File: src/rtl/adt_pkg.sv
// Shared types for the adaptive dead-time gate controller.
// Assumes: nothing beyond standard SystemVerilog.
package adt_pkg;

    // Controller states; only GS_HS_ON and GS_LS_ON drive a gate.
    typedef enum logic [2:0] {
        GS_DISABLED,
        GS_LS_ON,
        GS_WAIT_LS_OFF,
        GS_HS_ON,
        GS_WAIT_HS_OFF
    } adt_state_e;

endpackage

File: src/rtl/adt_sync.sv
// Multi-flop synchronizer for a small bus of independent level signals.
// Assumes: each bit is a slow level; STAGES = 0 gives a plain wire.
module adt_sync #(
    parameter int W      = 1,
    parameter int STAGES = 2
) (
    input  logic         clk,
    input  logic         rst_n,
    input  logic [W-1:0] d,
    output logic [W-1:0] q
);

    if (STAGES == 0) begin : g_bypass
        logic unused_clk_rst;
        assign unused_clk_rst = clk ^ rst_n;
        assign q = d;
    end else begin : g_chain
        logic [W-1:0] pipe [STAGES];

        // Shift the input through the flop chain; clear on reset.
        always_ff @(posedge clk) begin
            if (!rst_n) begin
                for (int i = 0; i < STAGES; i++) pipe[i] <= '0;
            end else begin
                pipe[0] <= d;
                for (int i = 1; i < STAGES; i++) pipe[i] <= pipe[i-1];
            end
        end

        assign q = pipe[STAGES-1];
    end

endmodule

File: src/rtl/adt_fsm.sv
// Sequencing core: turns synchronized PWM and sense flags into gate enables
// with adaptive dead time and a backup low-side timeout.
// Assumes: all inputs are synchronous to clk; HS_DLY, LS_DLY, EN_LAT >= 1;
// LS_TMO > LS_DLY.
module adt_fsm
    import adt_pkg::*;
#(
    parameter int EN_LAT = 2,
    parameter int HS_DLY = 2,
    parameter int LS_DLY = 2,
    parameter int LS_TMO = 16
) (
    input  logic clk,
    input  logic rst_n,
    input  logic pwm_s,
    input  logic allow_s,
    input  logic lsg_s,
    input  logic sw_s,
    input  logic hsg_s,
    output logic hs_q,
    output logic ls_q
);

    localparam int CMAX_A = (EN_LAT > HS_DLY) ? EN_LAT : HS_DLY;
    localparam int CMAX   = (CMAX_A > LS_DLY) ? CMAX_A : LS_DLY;
    localparam int CW     = $clog2(CMAX + 1);
    localparam int TW     = $clog2(LS_TMO + 1);

    adt_state_e    st, nxt;
    logic [CW-1:0] cnt;
    logic [TW-1:0] tcnt;
    logic          arm, tarm;
    logic          cnt_inc, tmo_inc, arm_set, tarm_set, clr;
    logic          p_go, t_go, p_done, t_done;

    assign p_go   = arm || sw_s;
    assign t_go   = tarm || hsg_s;
    assign p_done = p_go && (cnt == CW'(LS_DLY - 1));
    assign t_done = t_go && (tcnt == TW'(LS_TMO - 1));

    // Next-state and counter-control decode; disable has top priority.
    always_comb begin
        nxt      = st;
        cnt_inc  = 1'b0;
        tmo_inc  = 1'b0;
        arm_set  = 1'b0;
        tarm_set = 1'b0;
        if (!allow_s) begin
            nxt = GS_DISABLED;
        end else begin
            unique case (st)
                GS_DISABLED: begin
                    if (cnt == CW'(EN_LAT - 1))
                        nxt = pwm_s ? GS_WAIT_LS_OFF : GS_WAIT_HS_OFF;
                    else
                        cnt_inc = 1'b1;
                end
                GS_LS_ON: begin
                    if (pwm_s) nxt = GS_WAIT_LS_OFF;
                end
                GS_WAIT_LS_OFF: begin
                    if (!pwm_s) begin
                        nxt = GS_WAIT_HS_OFF;
                    end else if (arm || lsg_s) begin
                        if (cnt == CW'(HS_DLY - 1)) begin
                            nxt = GS_HS_ON;
                        end else begin
                            cnt_inc = 1'b1;
                            arm_set = 1'b1;
                        end
                    end
                end
                GS_HS_ON: begin
                    if (!pwm_s) nxt = GS_WAIT_HS_OFF;
                end
                GS_WAIT_HS_OFF: begin
                    if (pwm_s) begin
                        nxt = GS_WAIT_LS_OFF;
                    end else if (p_done || t_done) begin
                        nxt = GS_LS_ON;
                    end else begin
                        cnt_inc  = p_go;
                        arm_set  = p_go;
                        tmo_inc  = t_go;
                        tarm_set = t_go;
                    end
                end
                default: nxt = GS_DISABLED;
            endcase
        end
    end

    assign clr = (nxt != st) || !allow_s;

    // State, delay counters, arm flags and registered gate enables.
    always_ff @(posedge clk) begin
        if (!rst_n) begin
            st   <= GS_DISABLED;
            cnt  <= '0;
            tcnt <= '0;
            arm  <= 1'b0;
            tarm <= 1'b0;
            hs_q <= 1'b0;
            ls_q <= 1'b0;
        end else begin
            st   <= nxt;
            hs_q <= (nxt == GS_HS_ON);
            ls_q <= (nxt == GS_LS_ON);
            if (clr) begin
                cnt  <= '0;
                tcnt <= '0;
                arm  <= 1'b0;
                tarm <= 1'b0;
            end else begin
                if (cnt_inc)  cnt  <= cnt + 1'b1;
                if (tmo_inc)  tcnt <= tcnt + 1'b1;
                if (arm_set)  arm  <= 1'b1;
                if (tarm_set) tarm <= 1'b1;
            end
        end
    end


    no_overlap_chk: assert property (@(posedge clk) disable iff (!rst_n)
        !(hs_q && ls_q));


    hs_bbm_chk: assert property (@(posedge clk) disable iff (!rst_n)
        $rose(hs_q) |-> !$past(ls_q));


    ls_bbm_chk: assert property (@(posedge clk) disable iff (!rst_n)
        $rose(ls_q) |-> !$past(hs_q));


    disable_off_chk: assert property (@(posedge clk) disable iff (!rst_n)
        !allow_s |=> (!hs_q && !ls_q));


    hs_phase_chk: assert property (@(posedge clk) disable iff (!rst_n)
        hs_q |-> $past(pwm_s));


    ls_phase_chk: assert property (@(posedge clk) disable iff (!rst_n)
        ls_q |-> !$past(pwm_s));


    tmo_range_chk: assert property (@(posedge clk) disable iff (!rst_n)
        tcnt < TW'(LS_TMO));

endmodule

File: src/rtl/adt_gate_ctrl.sv
// Top of the adaptive dead-time gate controller for one half-bridge.
// Synchronizes PWM and drive-allow, optionally synchronizes the sense flags,
// and hands them to the sequencing core.
// Assumes: sense flags are comparator outputs already in the clk domain
// when SENSE_STAGES = 0.
module adt_gate_ctrl #(
    parameter int SYNC_STAGES  = 2,
    parameter int SENSE_STAGES = 0,
    parameter int EN_LAT       = 2,
    parameter int HS_DLY       = 2,
    parameter int LS_DLY       = 2,
    parameter int LS_TMO       = 16
) (
    input  logic clk,
    input  logic rst_n,
    input  logic pwm_in,
    input  logic drive_allow,
    input  logic lsg_low,
    input  logic sw_low,
    input  logic hsg_low,
    output logic hs_en,
    output logic ls_en
);

    logic [1:0] cmd_s;
    logic [2:0] sense_s;

    adt_sync #(.W(2), .STAGES(SYNC_STAGES)) u_cmd_sync (
        .clk   (clk),
        .rst_n (rst_n),
        .d     ({drive_allow, pwm_in}),
        .q     (cmd_s)
    );

    adt_sync #(.W(3), .STAGES(SENSE_STAGES)) u_sense_sync (
        .clk   (clk),
        .rst_n (rst_n),
        .d     ({hsg_low, sw_low, lsg_low}),
        .q     (sense_s)
    );

    adt_fsm #(
        .EN_LAT (EN_LAT),
        .HS_DLY (HS_DLY),
        .LS_DLY (LS_DLY),
        .LS_TMO (LS_TMO)
    ) u_fsm (
        .clk     (clk),
        .rst_n   (rst_n),
        .pwm_s   (cmd_s[0]),
        .allow_s (cmd_s[1]),
        .lsg_s   (sense_s[0]),
        .sw_s    (sense_s[1]),
        .hsg_s   (sense_s[2]),
        .hs_q    (hs_en),
        .ls_q    (ls_en)
    );

endmodule

File: config.mk
export PLATFORM = sky130hd
export DESIGN_NAME = adt_gate_ctrl
export DESIGN_NICKNAME = d
export VERILOG_FILES = /design/src/rtl/adt_pkg.sv /design/src/rtl/adt_sync.sv /design/src/rtl/adt_fsm.sv /design/src/rtl/adt_gate_ctrl.sv
export SDC_FILE = /design/constraint.sdc
export NUM_CORES = 1
export LEC_CHECK = 0
export ABC_CLOCK_PERIOD_IN_PS = 4200
export BUFFER_PORTS_ARGS = -buffer_cell sky130_fd_sc_hd__clkbuf_2
export CAP_MARGIN = 40
export CORE_MARGIN = 3
export CORE_UTILIZATION = 50
export DETAILED_ROUTE_END_ITERATION = 8
export PLACE_DENSITY_LB_ADDON = 0.3
export SYNTH_ARGS = -nofsm -noshare
export SYNTH_HDL_FRONTEND = slang
export SYNTH_SLANG_ARGS = --single-unit
export TNS_END_PERCENT = 30
File: constraint.sdc
create_clock -name clk -period 4.2 [get_ports clk]
set_input_delay 0.21 -clock clk [delete_from_list [all_inputs] [get_ports clk]]
set_output_delay 0.21 -clock clk [all_outputs]
set_load 0.02 [all_outputs]
# Word level (Yosys, flattened, before mapping)

Memories as Yosys holds them, arrays and structs flattened.
Cells that the tools add are included.

Memories kept: 1
Register bits: 14
Bits in latches: 0
Bits in writable memories: 4
Word-level logic and storage cells: 60
Memory bits (read-only): 0
Output and inout port bits: 2

Memories:

| memory                  | depth | width | rd ports | clocked after Yosys merged registers in | wr ports | line           | text |
|---|---|---|---|---|---|---|---|
| u_cmd_sync.g_chain.pipe | 2     | 2     | 2        | 0                                       | 2        | adt_sync.sv:18 | `logic [W-1:0] pipe [STAGES];` |

Shift operators: 0
Bitwise gates (word level): 3
Order comparisons: 0
$add $sub $neg: 2
Eq/ne operators: 9
Multiply operators: 0
Reductions and logical operators: 10
Mux-type cells: 28
Divide/modulo/power cells: 0

Operators with widths:

| cell                | number |
|---|---|
| $mux 3              | 10 |
| $pmux 3 s5          | 1 |
| $mux 1              | 13 |
| $eq 3x2->1 const B  | 3 |
| $eq 3x1->1 const B  | 2 |
| $add 5x1->5 const B | 1 |
| $eq 5x4->1 const B  | 1 |
| $logic_or 1x1->1    | 5 |
| $mux 2              | 2 |
| $eq 3x3->1 const B  | 1 |
| $logic_not 3->1     | 1 |
| $ne 3x3->1          | 1 |
| $pmux 1 s3          | 1 |
| $add 2x1->2 const B | 1 |
| $eq 2x1->1 const B  | 1 |
| $logic_and 1x1->1   | 2 |
| $or 1x1->1          | 2 |
| $pmux 1 s2          | 1 |
| $reduce_or 2->1     | 1 |
| $logic_not 1->1     | 1 |
| $not 1->1           | 1 |

# Depth between registers and ports, before layout

Word-level depth: 10
Mapped depth: 8
Mapped depth without buffers: 8

# Cells and area by module

Synthesis repeated with hierarchy kept, for this count alone.

Cell total of the unflattened synthesis: 100
Area, all modules: 970.9 um^2

Modules (own cells, without submodules):

| module                  | cells each | area each (um^2) | instances |
|---|---|---|---|
| adt_fsm                 | 87         | 828.3            | 1 |
| adt_sync (u_cmd_sync)   | 10         | 120.1            | 1 |
| adt_sync (u_sense_sync) | 3          | 22.5             | 1 |

# Least setup slack after synthesis

OpenSTA, ideal clock, no wires.

Path kind: register to register
Start: register u_fsm.tcnt[0]
End: register u_fsm.cnt[1]
Cell stages (with the launch flop): 9
Path slack: 2,338 ps
Period minus slack after synthesis: 1,862 ps
Buffers on the path: 0
Arrival time: 1,782 ps
Cell sequence: dfxtp_1 -> ha_1 -> and3_1 -> ha_1 -> o21ai_2 -> a21boi_2 -> nor4b_1 -> nand3_2 -> a211oi_2

Cells in the longest elaborated chain, start to end: 10

RTL lines:

| element                   | line           | text |
|---|---|---|
| start, declared           | adt_fsm.sv:31  | `logic [TW-1:0] tcnt;` |
| start signal, assigned    | adt_fsm.sv:116 | `if (tmo_inc) tcnt <= tcnt + 1'b1;` |
| $eq 5x4->1 (*)            | adt_fsm.sv:39  | `assign t_done = t_go && (tcnt == TW'(LS_TMO - 1));` |
| $logic_and 1x1->1 (*)     | adt_fsm.sv:39  |  |
| $logic_or 1x1->1 (*)      | adt_fsm.sv:79  | `end else if (p_done \|\| t_done) begin` |
| $mux 3                    | adt_fsm.sv:79  |  |
| $mux 3                    | adt_fsm.sv:77  | `if (pwm_s) begin` |
| $pmux 3 s5                | adt_fsm.sv:51  | `unique case (st)` |
| $mux 3                    | adt_fsm.sv:48  | `if (!allow_s) begin` |
| $ne 3x3->1                | adt_fsm.sv:93  | `assign clr = (nxt != st) \|\| !allow_s;` |
| $logic_or 1x1->1          | adt_fsm.sv:93  |  |
| $reduce_or 2->1 (no line) | --             |  |
| end signal, assigned      | adt_fsm.sv:115 | `if (cnt_inc) cnt <= cnt + 1'b1;` |
| end, declared             | adt_fsm.sv:30  | `logic [CW-1:0] cnt;` |

Every way passes the cells marked *; elsewhere a longest branch is shown, timed or not.
A chain may end at the register's enable or synchronous reset.

# Final worst setup path

Same ends and word-level chain as after synthesis.

==> results.py <==
metrics = {
    "status": {
        "status": "finished, final reports clean",
    },
    "synth": {
        "synth-async-reset-ratio": 0,
        "syn_area_per_cell_um2": 9.45,
        "netlist.area_leader.share": 0.370,
        "yosysTopAreaCell": "dfxtp_1",
        "synth_cell_types": 40,
        "synth-edff-count": 0,
        "synthCells": 103,
        "synth_area_um2": 973,
        "synthTopCellsByArea": "dfxtp_1 (37%), nor2_1 (5.0%), ha_1 (3.9%)",
        "synth.most_common_cell": "dfxtp_1",
        "yosys_warnings": 0,
        "ys_seq_area_frac": 0.370,
        "yosys-top-cells-count": "dfxtp_1 (18), nor2_1 (13), a21oi_1 (5), and2_1 (5), o21ai_0 (5)",
        "synth_fp_nets": 113,
        "ys_seq_elements": 18,
        "ys.flop_type": "dfxtp_1",
    },
    "timing": {
        "rsz0062_at_grt": "false",
        "finalMaxSlewViolations": 0,
        "finalCritPeriodShare": 0.493,
        "finalHoldViolations": 0,
        "fin_crit_ns": 2.07,
        "finClkSkew_ns": 0.00594,
        "worst_pin_slew_ns": 0.433,
        "tns_ns": 0,
        "slew_headroom": 0.711,
        "finalSetupViolCount": 0,
        "timing.fmax_ghz": 0.483,
    },
    "critical_path": {
        "cpLargestDelayFamily": "simple AND/OR/NAND/NOR gates",
        "r2r_setup_slack_ns": 2.13,
        "reg2reg_from": "u_fsm.tcnt[0]",
        "path_buf_inv": 0,
        "critPathKind": "flop to flop",
        "start_kind": "flop",
        "crit_top_cell": "ha_1",
        "crit_required_ns": 4.42,
        "cp_cell_sequence": "ha_1 -> and3_1 -> ha_1 -> o21ai_2 -> a21boi_2 -> nor4b_1 -> nand3_2 -> a211oi_2",
        "cpPeakStageDelay_ns": 0.37,
        "critical_path.max_fanout": 9,
        "endpoint_kind": "flop",
        "r2r-end": "u_fsm.cnt[1]",
        "arrival_ns": 2.29,
        "r2r_cells": 8,
        "critPathSlowestCell": "nor4b_1",
    },
    "placement": {
        "placed_cell_area_um2": 1000,
        "place_hpwl_mm": 1.25,
        "gp_congestion": 0.794,
        "numPortBuffers": 8,
    },
    "drt": {
        "wl_mm": 1.71,
        "drt_iter0_markers": 12,
        "routedWlPerCell_um": 12.7,
        "viasPerCell": 5.41,
        "vias": 731,
        "ant_nets": 0,
        "drcViolationCount": 0,
        "first_pass_iters": 4,
    },
    "pwr": {
        "powerDensity_nw_per_um2": 282,
        "total_leakage_power_nw": 0.352,
        "irDropWorstVdd_uv": 284,
    },
    "grt": {
        "grt_pass1_wl_mm": 2.90,
        "antenna_found_initial": 0,
        "grt_pass1_vias": 688,
        "track_usage": 0.152,
        "grt_overflow": 0,
        "grt_max_degree": 14,
    },
    "layout": {
        "num-fill-cells": 166,
        "syn2layout_area_growth_pct": 6.68,
        "fin_area_um2": 1040,
        "drive_gt1_frac": 0.218,
        "antennaDiodeCount": 0,
        "nets": 121,
    },
    "cts": {
        "clock_latency_ns": 0.29,
        "post_cts_buffers": 0,
        "cts_max_path_buffers": 2,
        "numCtsBuffers": 3,
        "clkSlewWorstSetupHoldPaths_ns": 0.10,
        "cts_tree": "done",
        "clockRootBuffer": "clkbuf_4",
        "htreeDepth": 1,
        "postCtsHoldBufs": 0,
        "cts.sinks": 18,
        "cts_resized": 0,
    },
    "worst_hold_path": {
        "min_to": "u_cmd_sync.g_chain.pipe[0][0]",
        "hold_class": "primary input to flop",
        "min_from": "pwm_in",
        "worstHoldPathCells": 2,
    },
    "floorplanning": {
        "die_area_um2": 2510,
        "initial_core_util": 0.546,
        "rows": 15,
        "die-width_um": 50.1,
        "die-height_um": 50.1,
        "core_um2": 1780,
        "pin_count": 9,
    },
    "job": {
        "drv_cap": 0,
    },
}
## report_power, final
part / internal [W] / leakage [nW] / total [W] / switching (W)
sequential: 0.000172 / 0.146 / 0.000175 / 0.00000259
clock: 0.0000528 / 0.0210 / 0.000106 / 0.0000532
combinational: 0.00000595 / 0.185 / 0.0000123 / 0.00000636
## layout by cell type (no fill, tap or decap), types with 2 or more instances in the layout
| cell | instances |
|---|---|
| a211oi_2 | 2 |
| a21oi_1 | 5 |
| and2_1 | 5 |
| clkbuf_2 | 8 |
| clkbuf_4 | 3 |
| dfxtp_1 | 18 |
| ha_1 | 3 |
| inv_1 | 4 |
| nand2_1 | 4 |
| nand2b_1 | 2 |
| nor2_1 | 13 |
| nor2_2 | 2 |
| nor2b_1 | 2 |
| nor3_1 | 3 |
| nor4b_1 | 2 |
| o21a_1 | 2 |
| o21ai_0 | 5 |
| o21ai_2 | 2 |
| xnor2_1 | 4 |
## logic make-up after synthesis
family,Yosys count,synth area share
AOI/OAI and AO/OA,24,0.197
xor gates and xnor gates,5,0.0450
adders and majority gates,3,0.0386
buffers and inverters,9,0.0591
DFF,18,0.370
and+or+nand+nor,44,0.290
## flip-flops by register name, summed over array words and instances, names as in the netlist
register,count
u_cmd_sync.g_chain.pipe,4
u_fsm.ls_q,1
u_fsm.hs_q,1
u_fsm.st,3
u_fsm.cnt,2
u_fsm.arm,1
u_fsm.tcnt,5
u_fsm.tarm,1
## worst max path at each step
stage / endpoint / startpoint / depth (start not counted) / slack, ns
floorplan: u_fsm.cnt[1] / u_fsm.tcnt[0] / 8 / 2.34
global placement: u_fsm.tcnt[4] / u_fsm.tcnt[0] / 8 / 2.23
detailed placement: u_fsm.cnt[1] / u_fsm.tcnt[0] / 8 / 2.15
CTS: u_fsm.cnt[1] / u_fsm.tcnt[0] / 8 / 2.13
global route: u_fsm.cnt[1] / u_fsm.tcnt[0] / 8 / 1.94
finish: u_fsm.cnt[1] / u_fsm.tcnt[0] / 8 / 2.13
## area by class of cell
class | count | area, µm² | area share
Clock buffer | 4 | 36.3 | 0.0349
Timing Repair Buffer | 8 | 40.0 | 0.0386
Sequential cell | 18 | 360 | 0.347
Multi-Input combinational cell | 76 | 556 | 0.535
Tap cell | 25 | 31.3 | 0.0301
Inverter | 4 | 15.0 | 0.0145
## per-layer routing
metal | vias up | part of all wire | GRT usage
li1 | 378 | - | -
met1 | 339 | 0.49 | 0.202
met2 | 12 | 0.47 | 0.235
met3 | 2 | 0.028 | 0.0181
met4 | 0 | 0.0099 | 0.0829
met5 | - | 0 | 0
## metrics by stage
step | hold slack [ns] | worst slack [ns] | cells | utilization | total power [W]
5_1_grt | 0.114 | 1.94 | 135 | 0.582 | 0.000305
3_3_place_gp | 0.414 | 2.23 | 131 | 0.562 | 0.000191
2_1_floorplan | 0.332 | 2.34 | 103 | - | 0.000187
6_report | 0.121 | 2.13 | 135 | 0.582 | 0.000293
4_1_cts | 0.122 | 2.13 | 135 | 0.582 | 0.000296
3_5_place_dp | 0.420 | 2.15 | 131 | 0.562 | 0.000191
(Power assumes the default switching activity.)
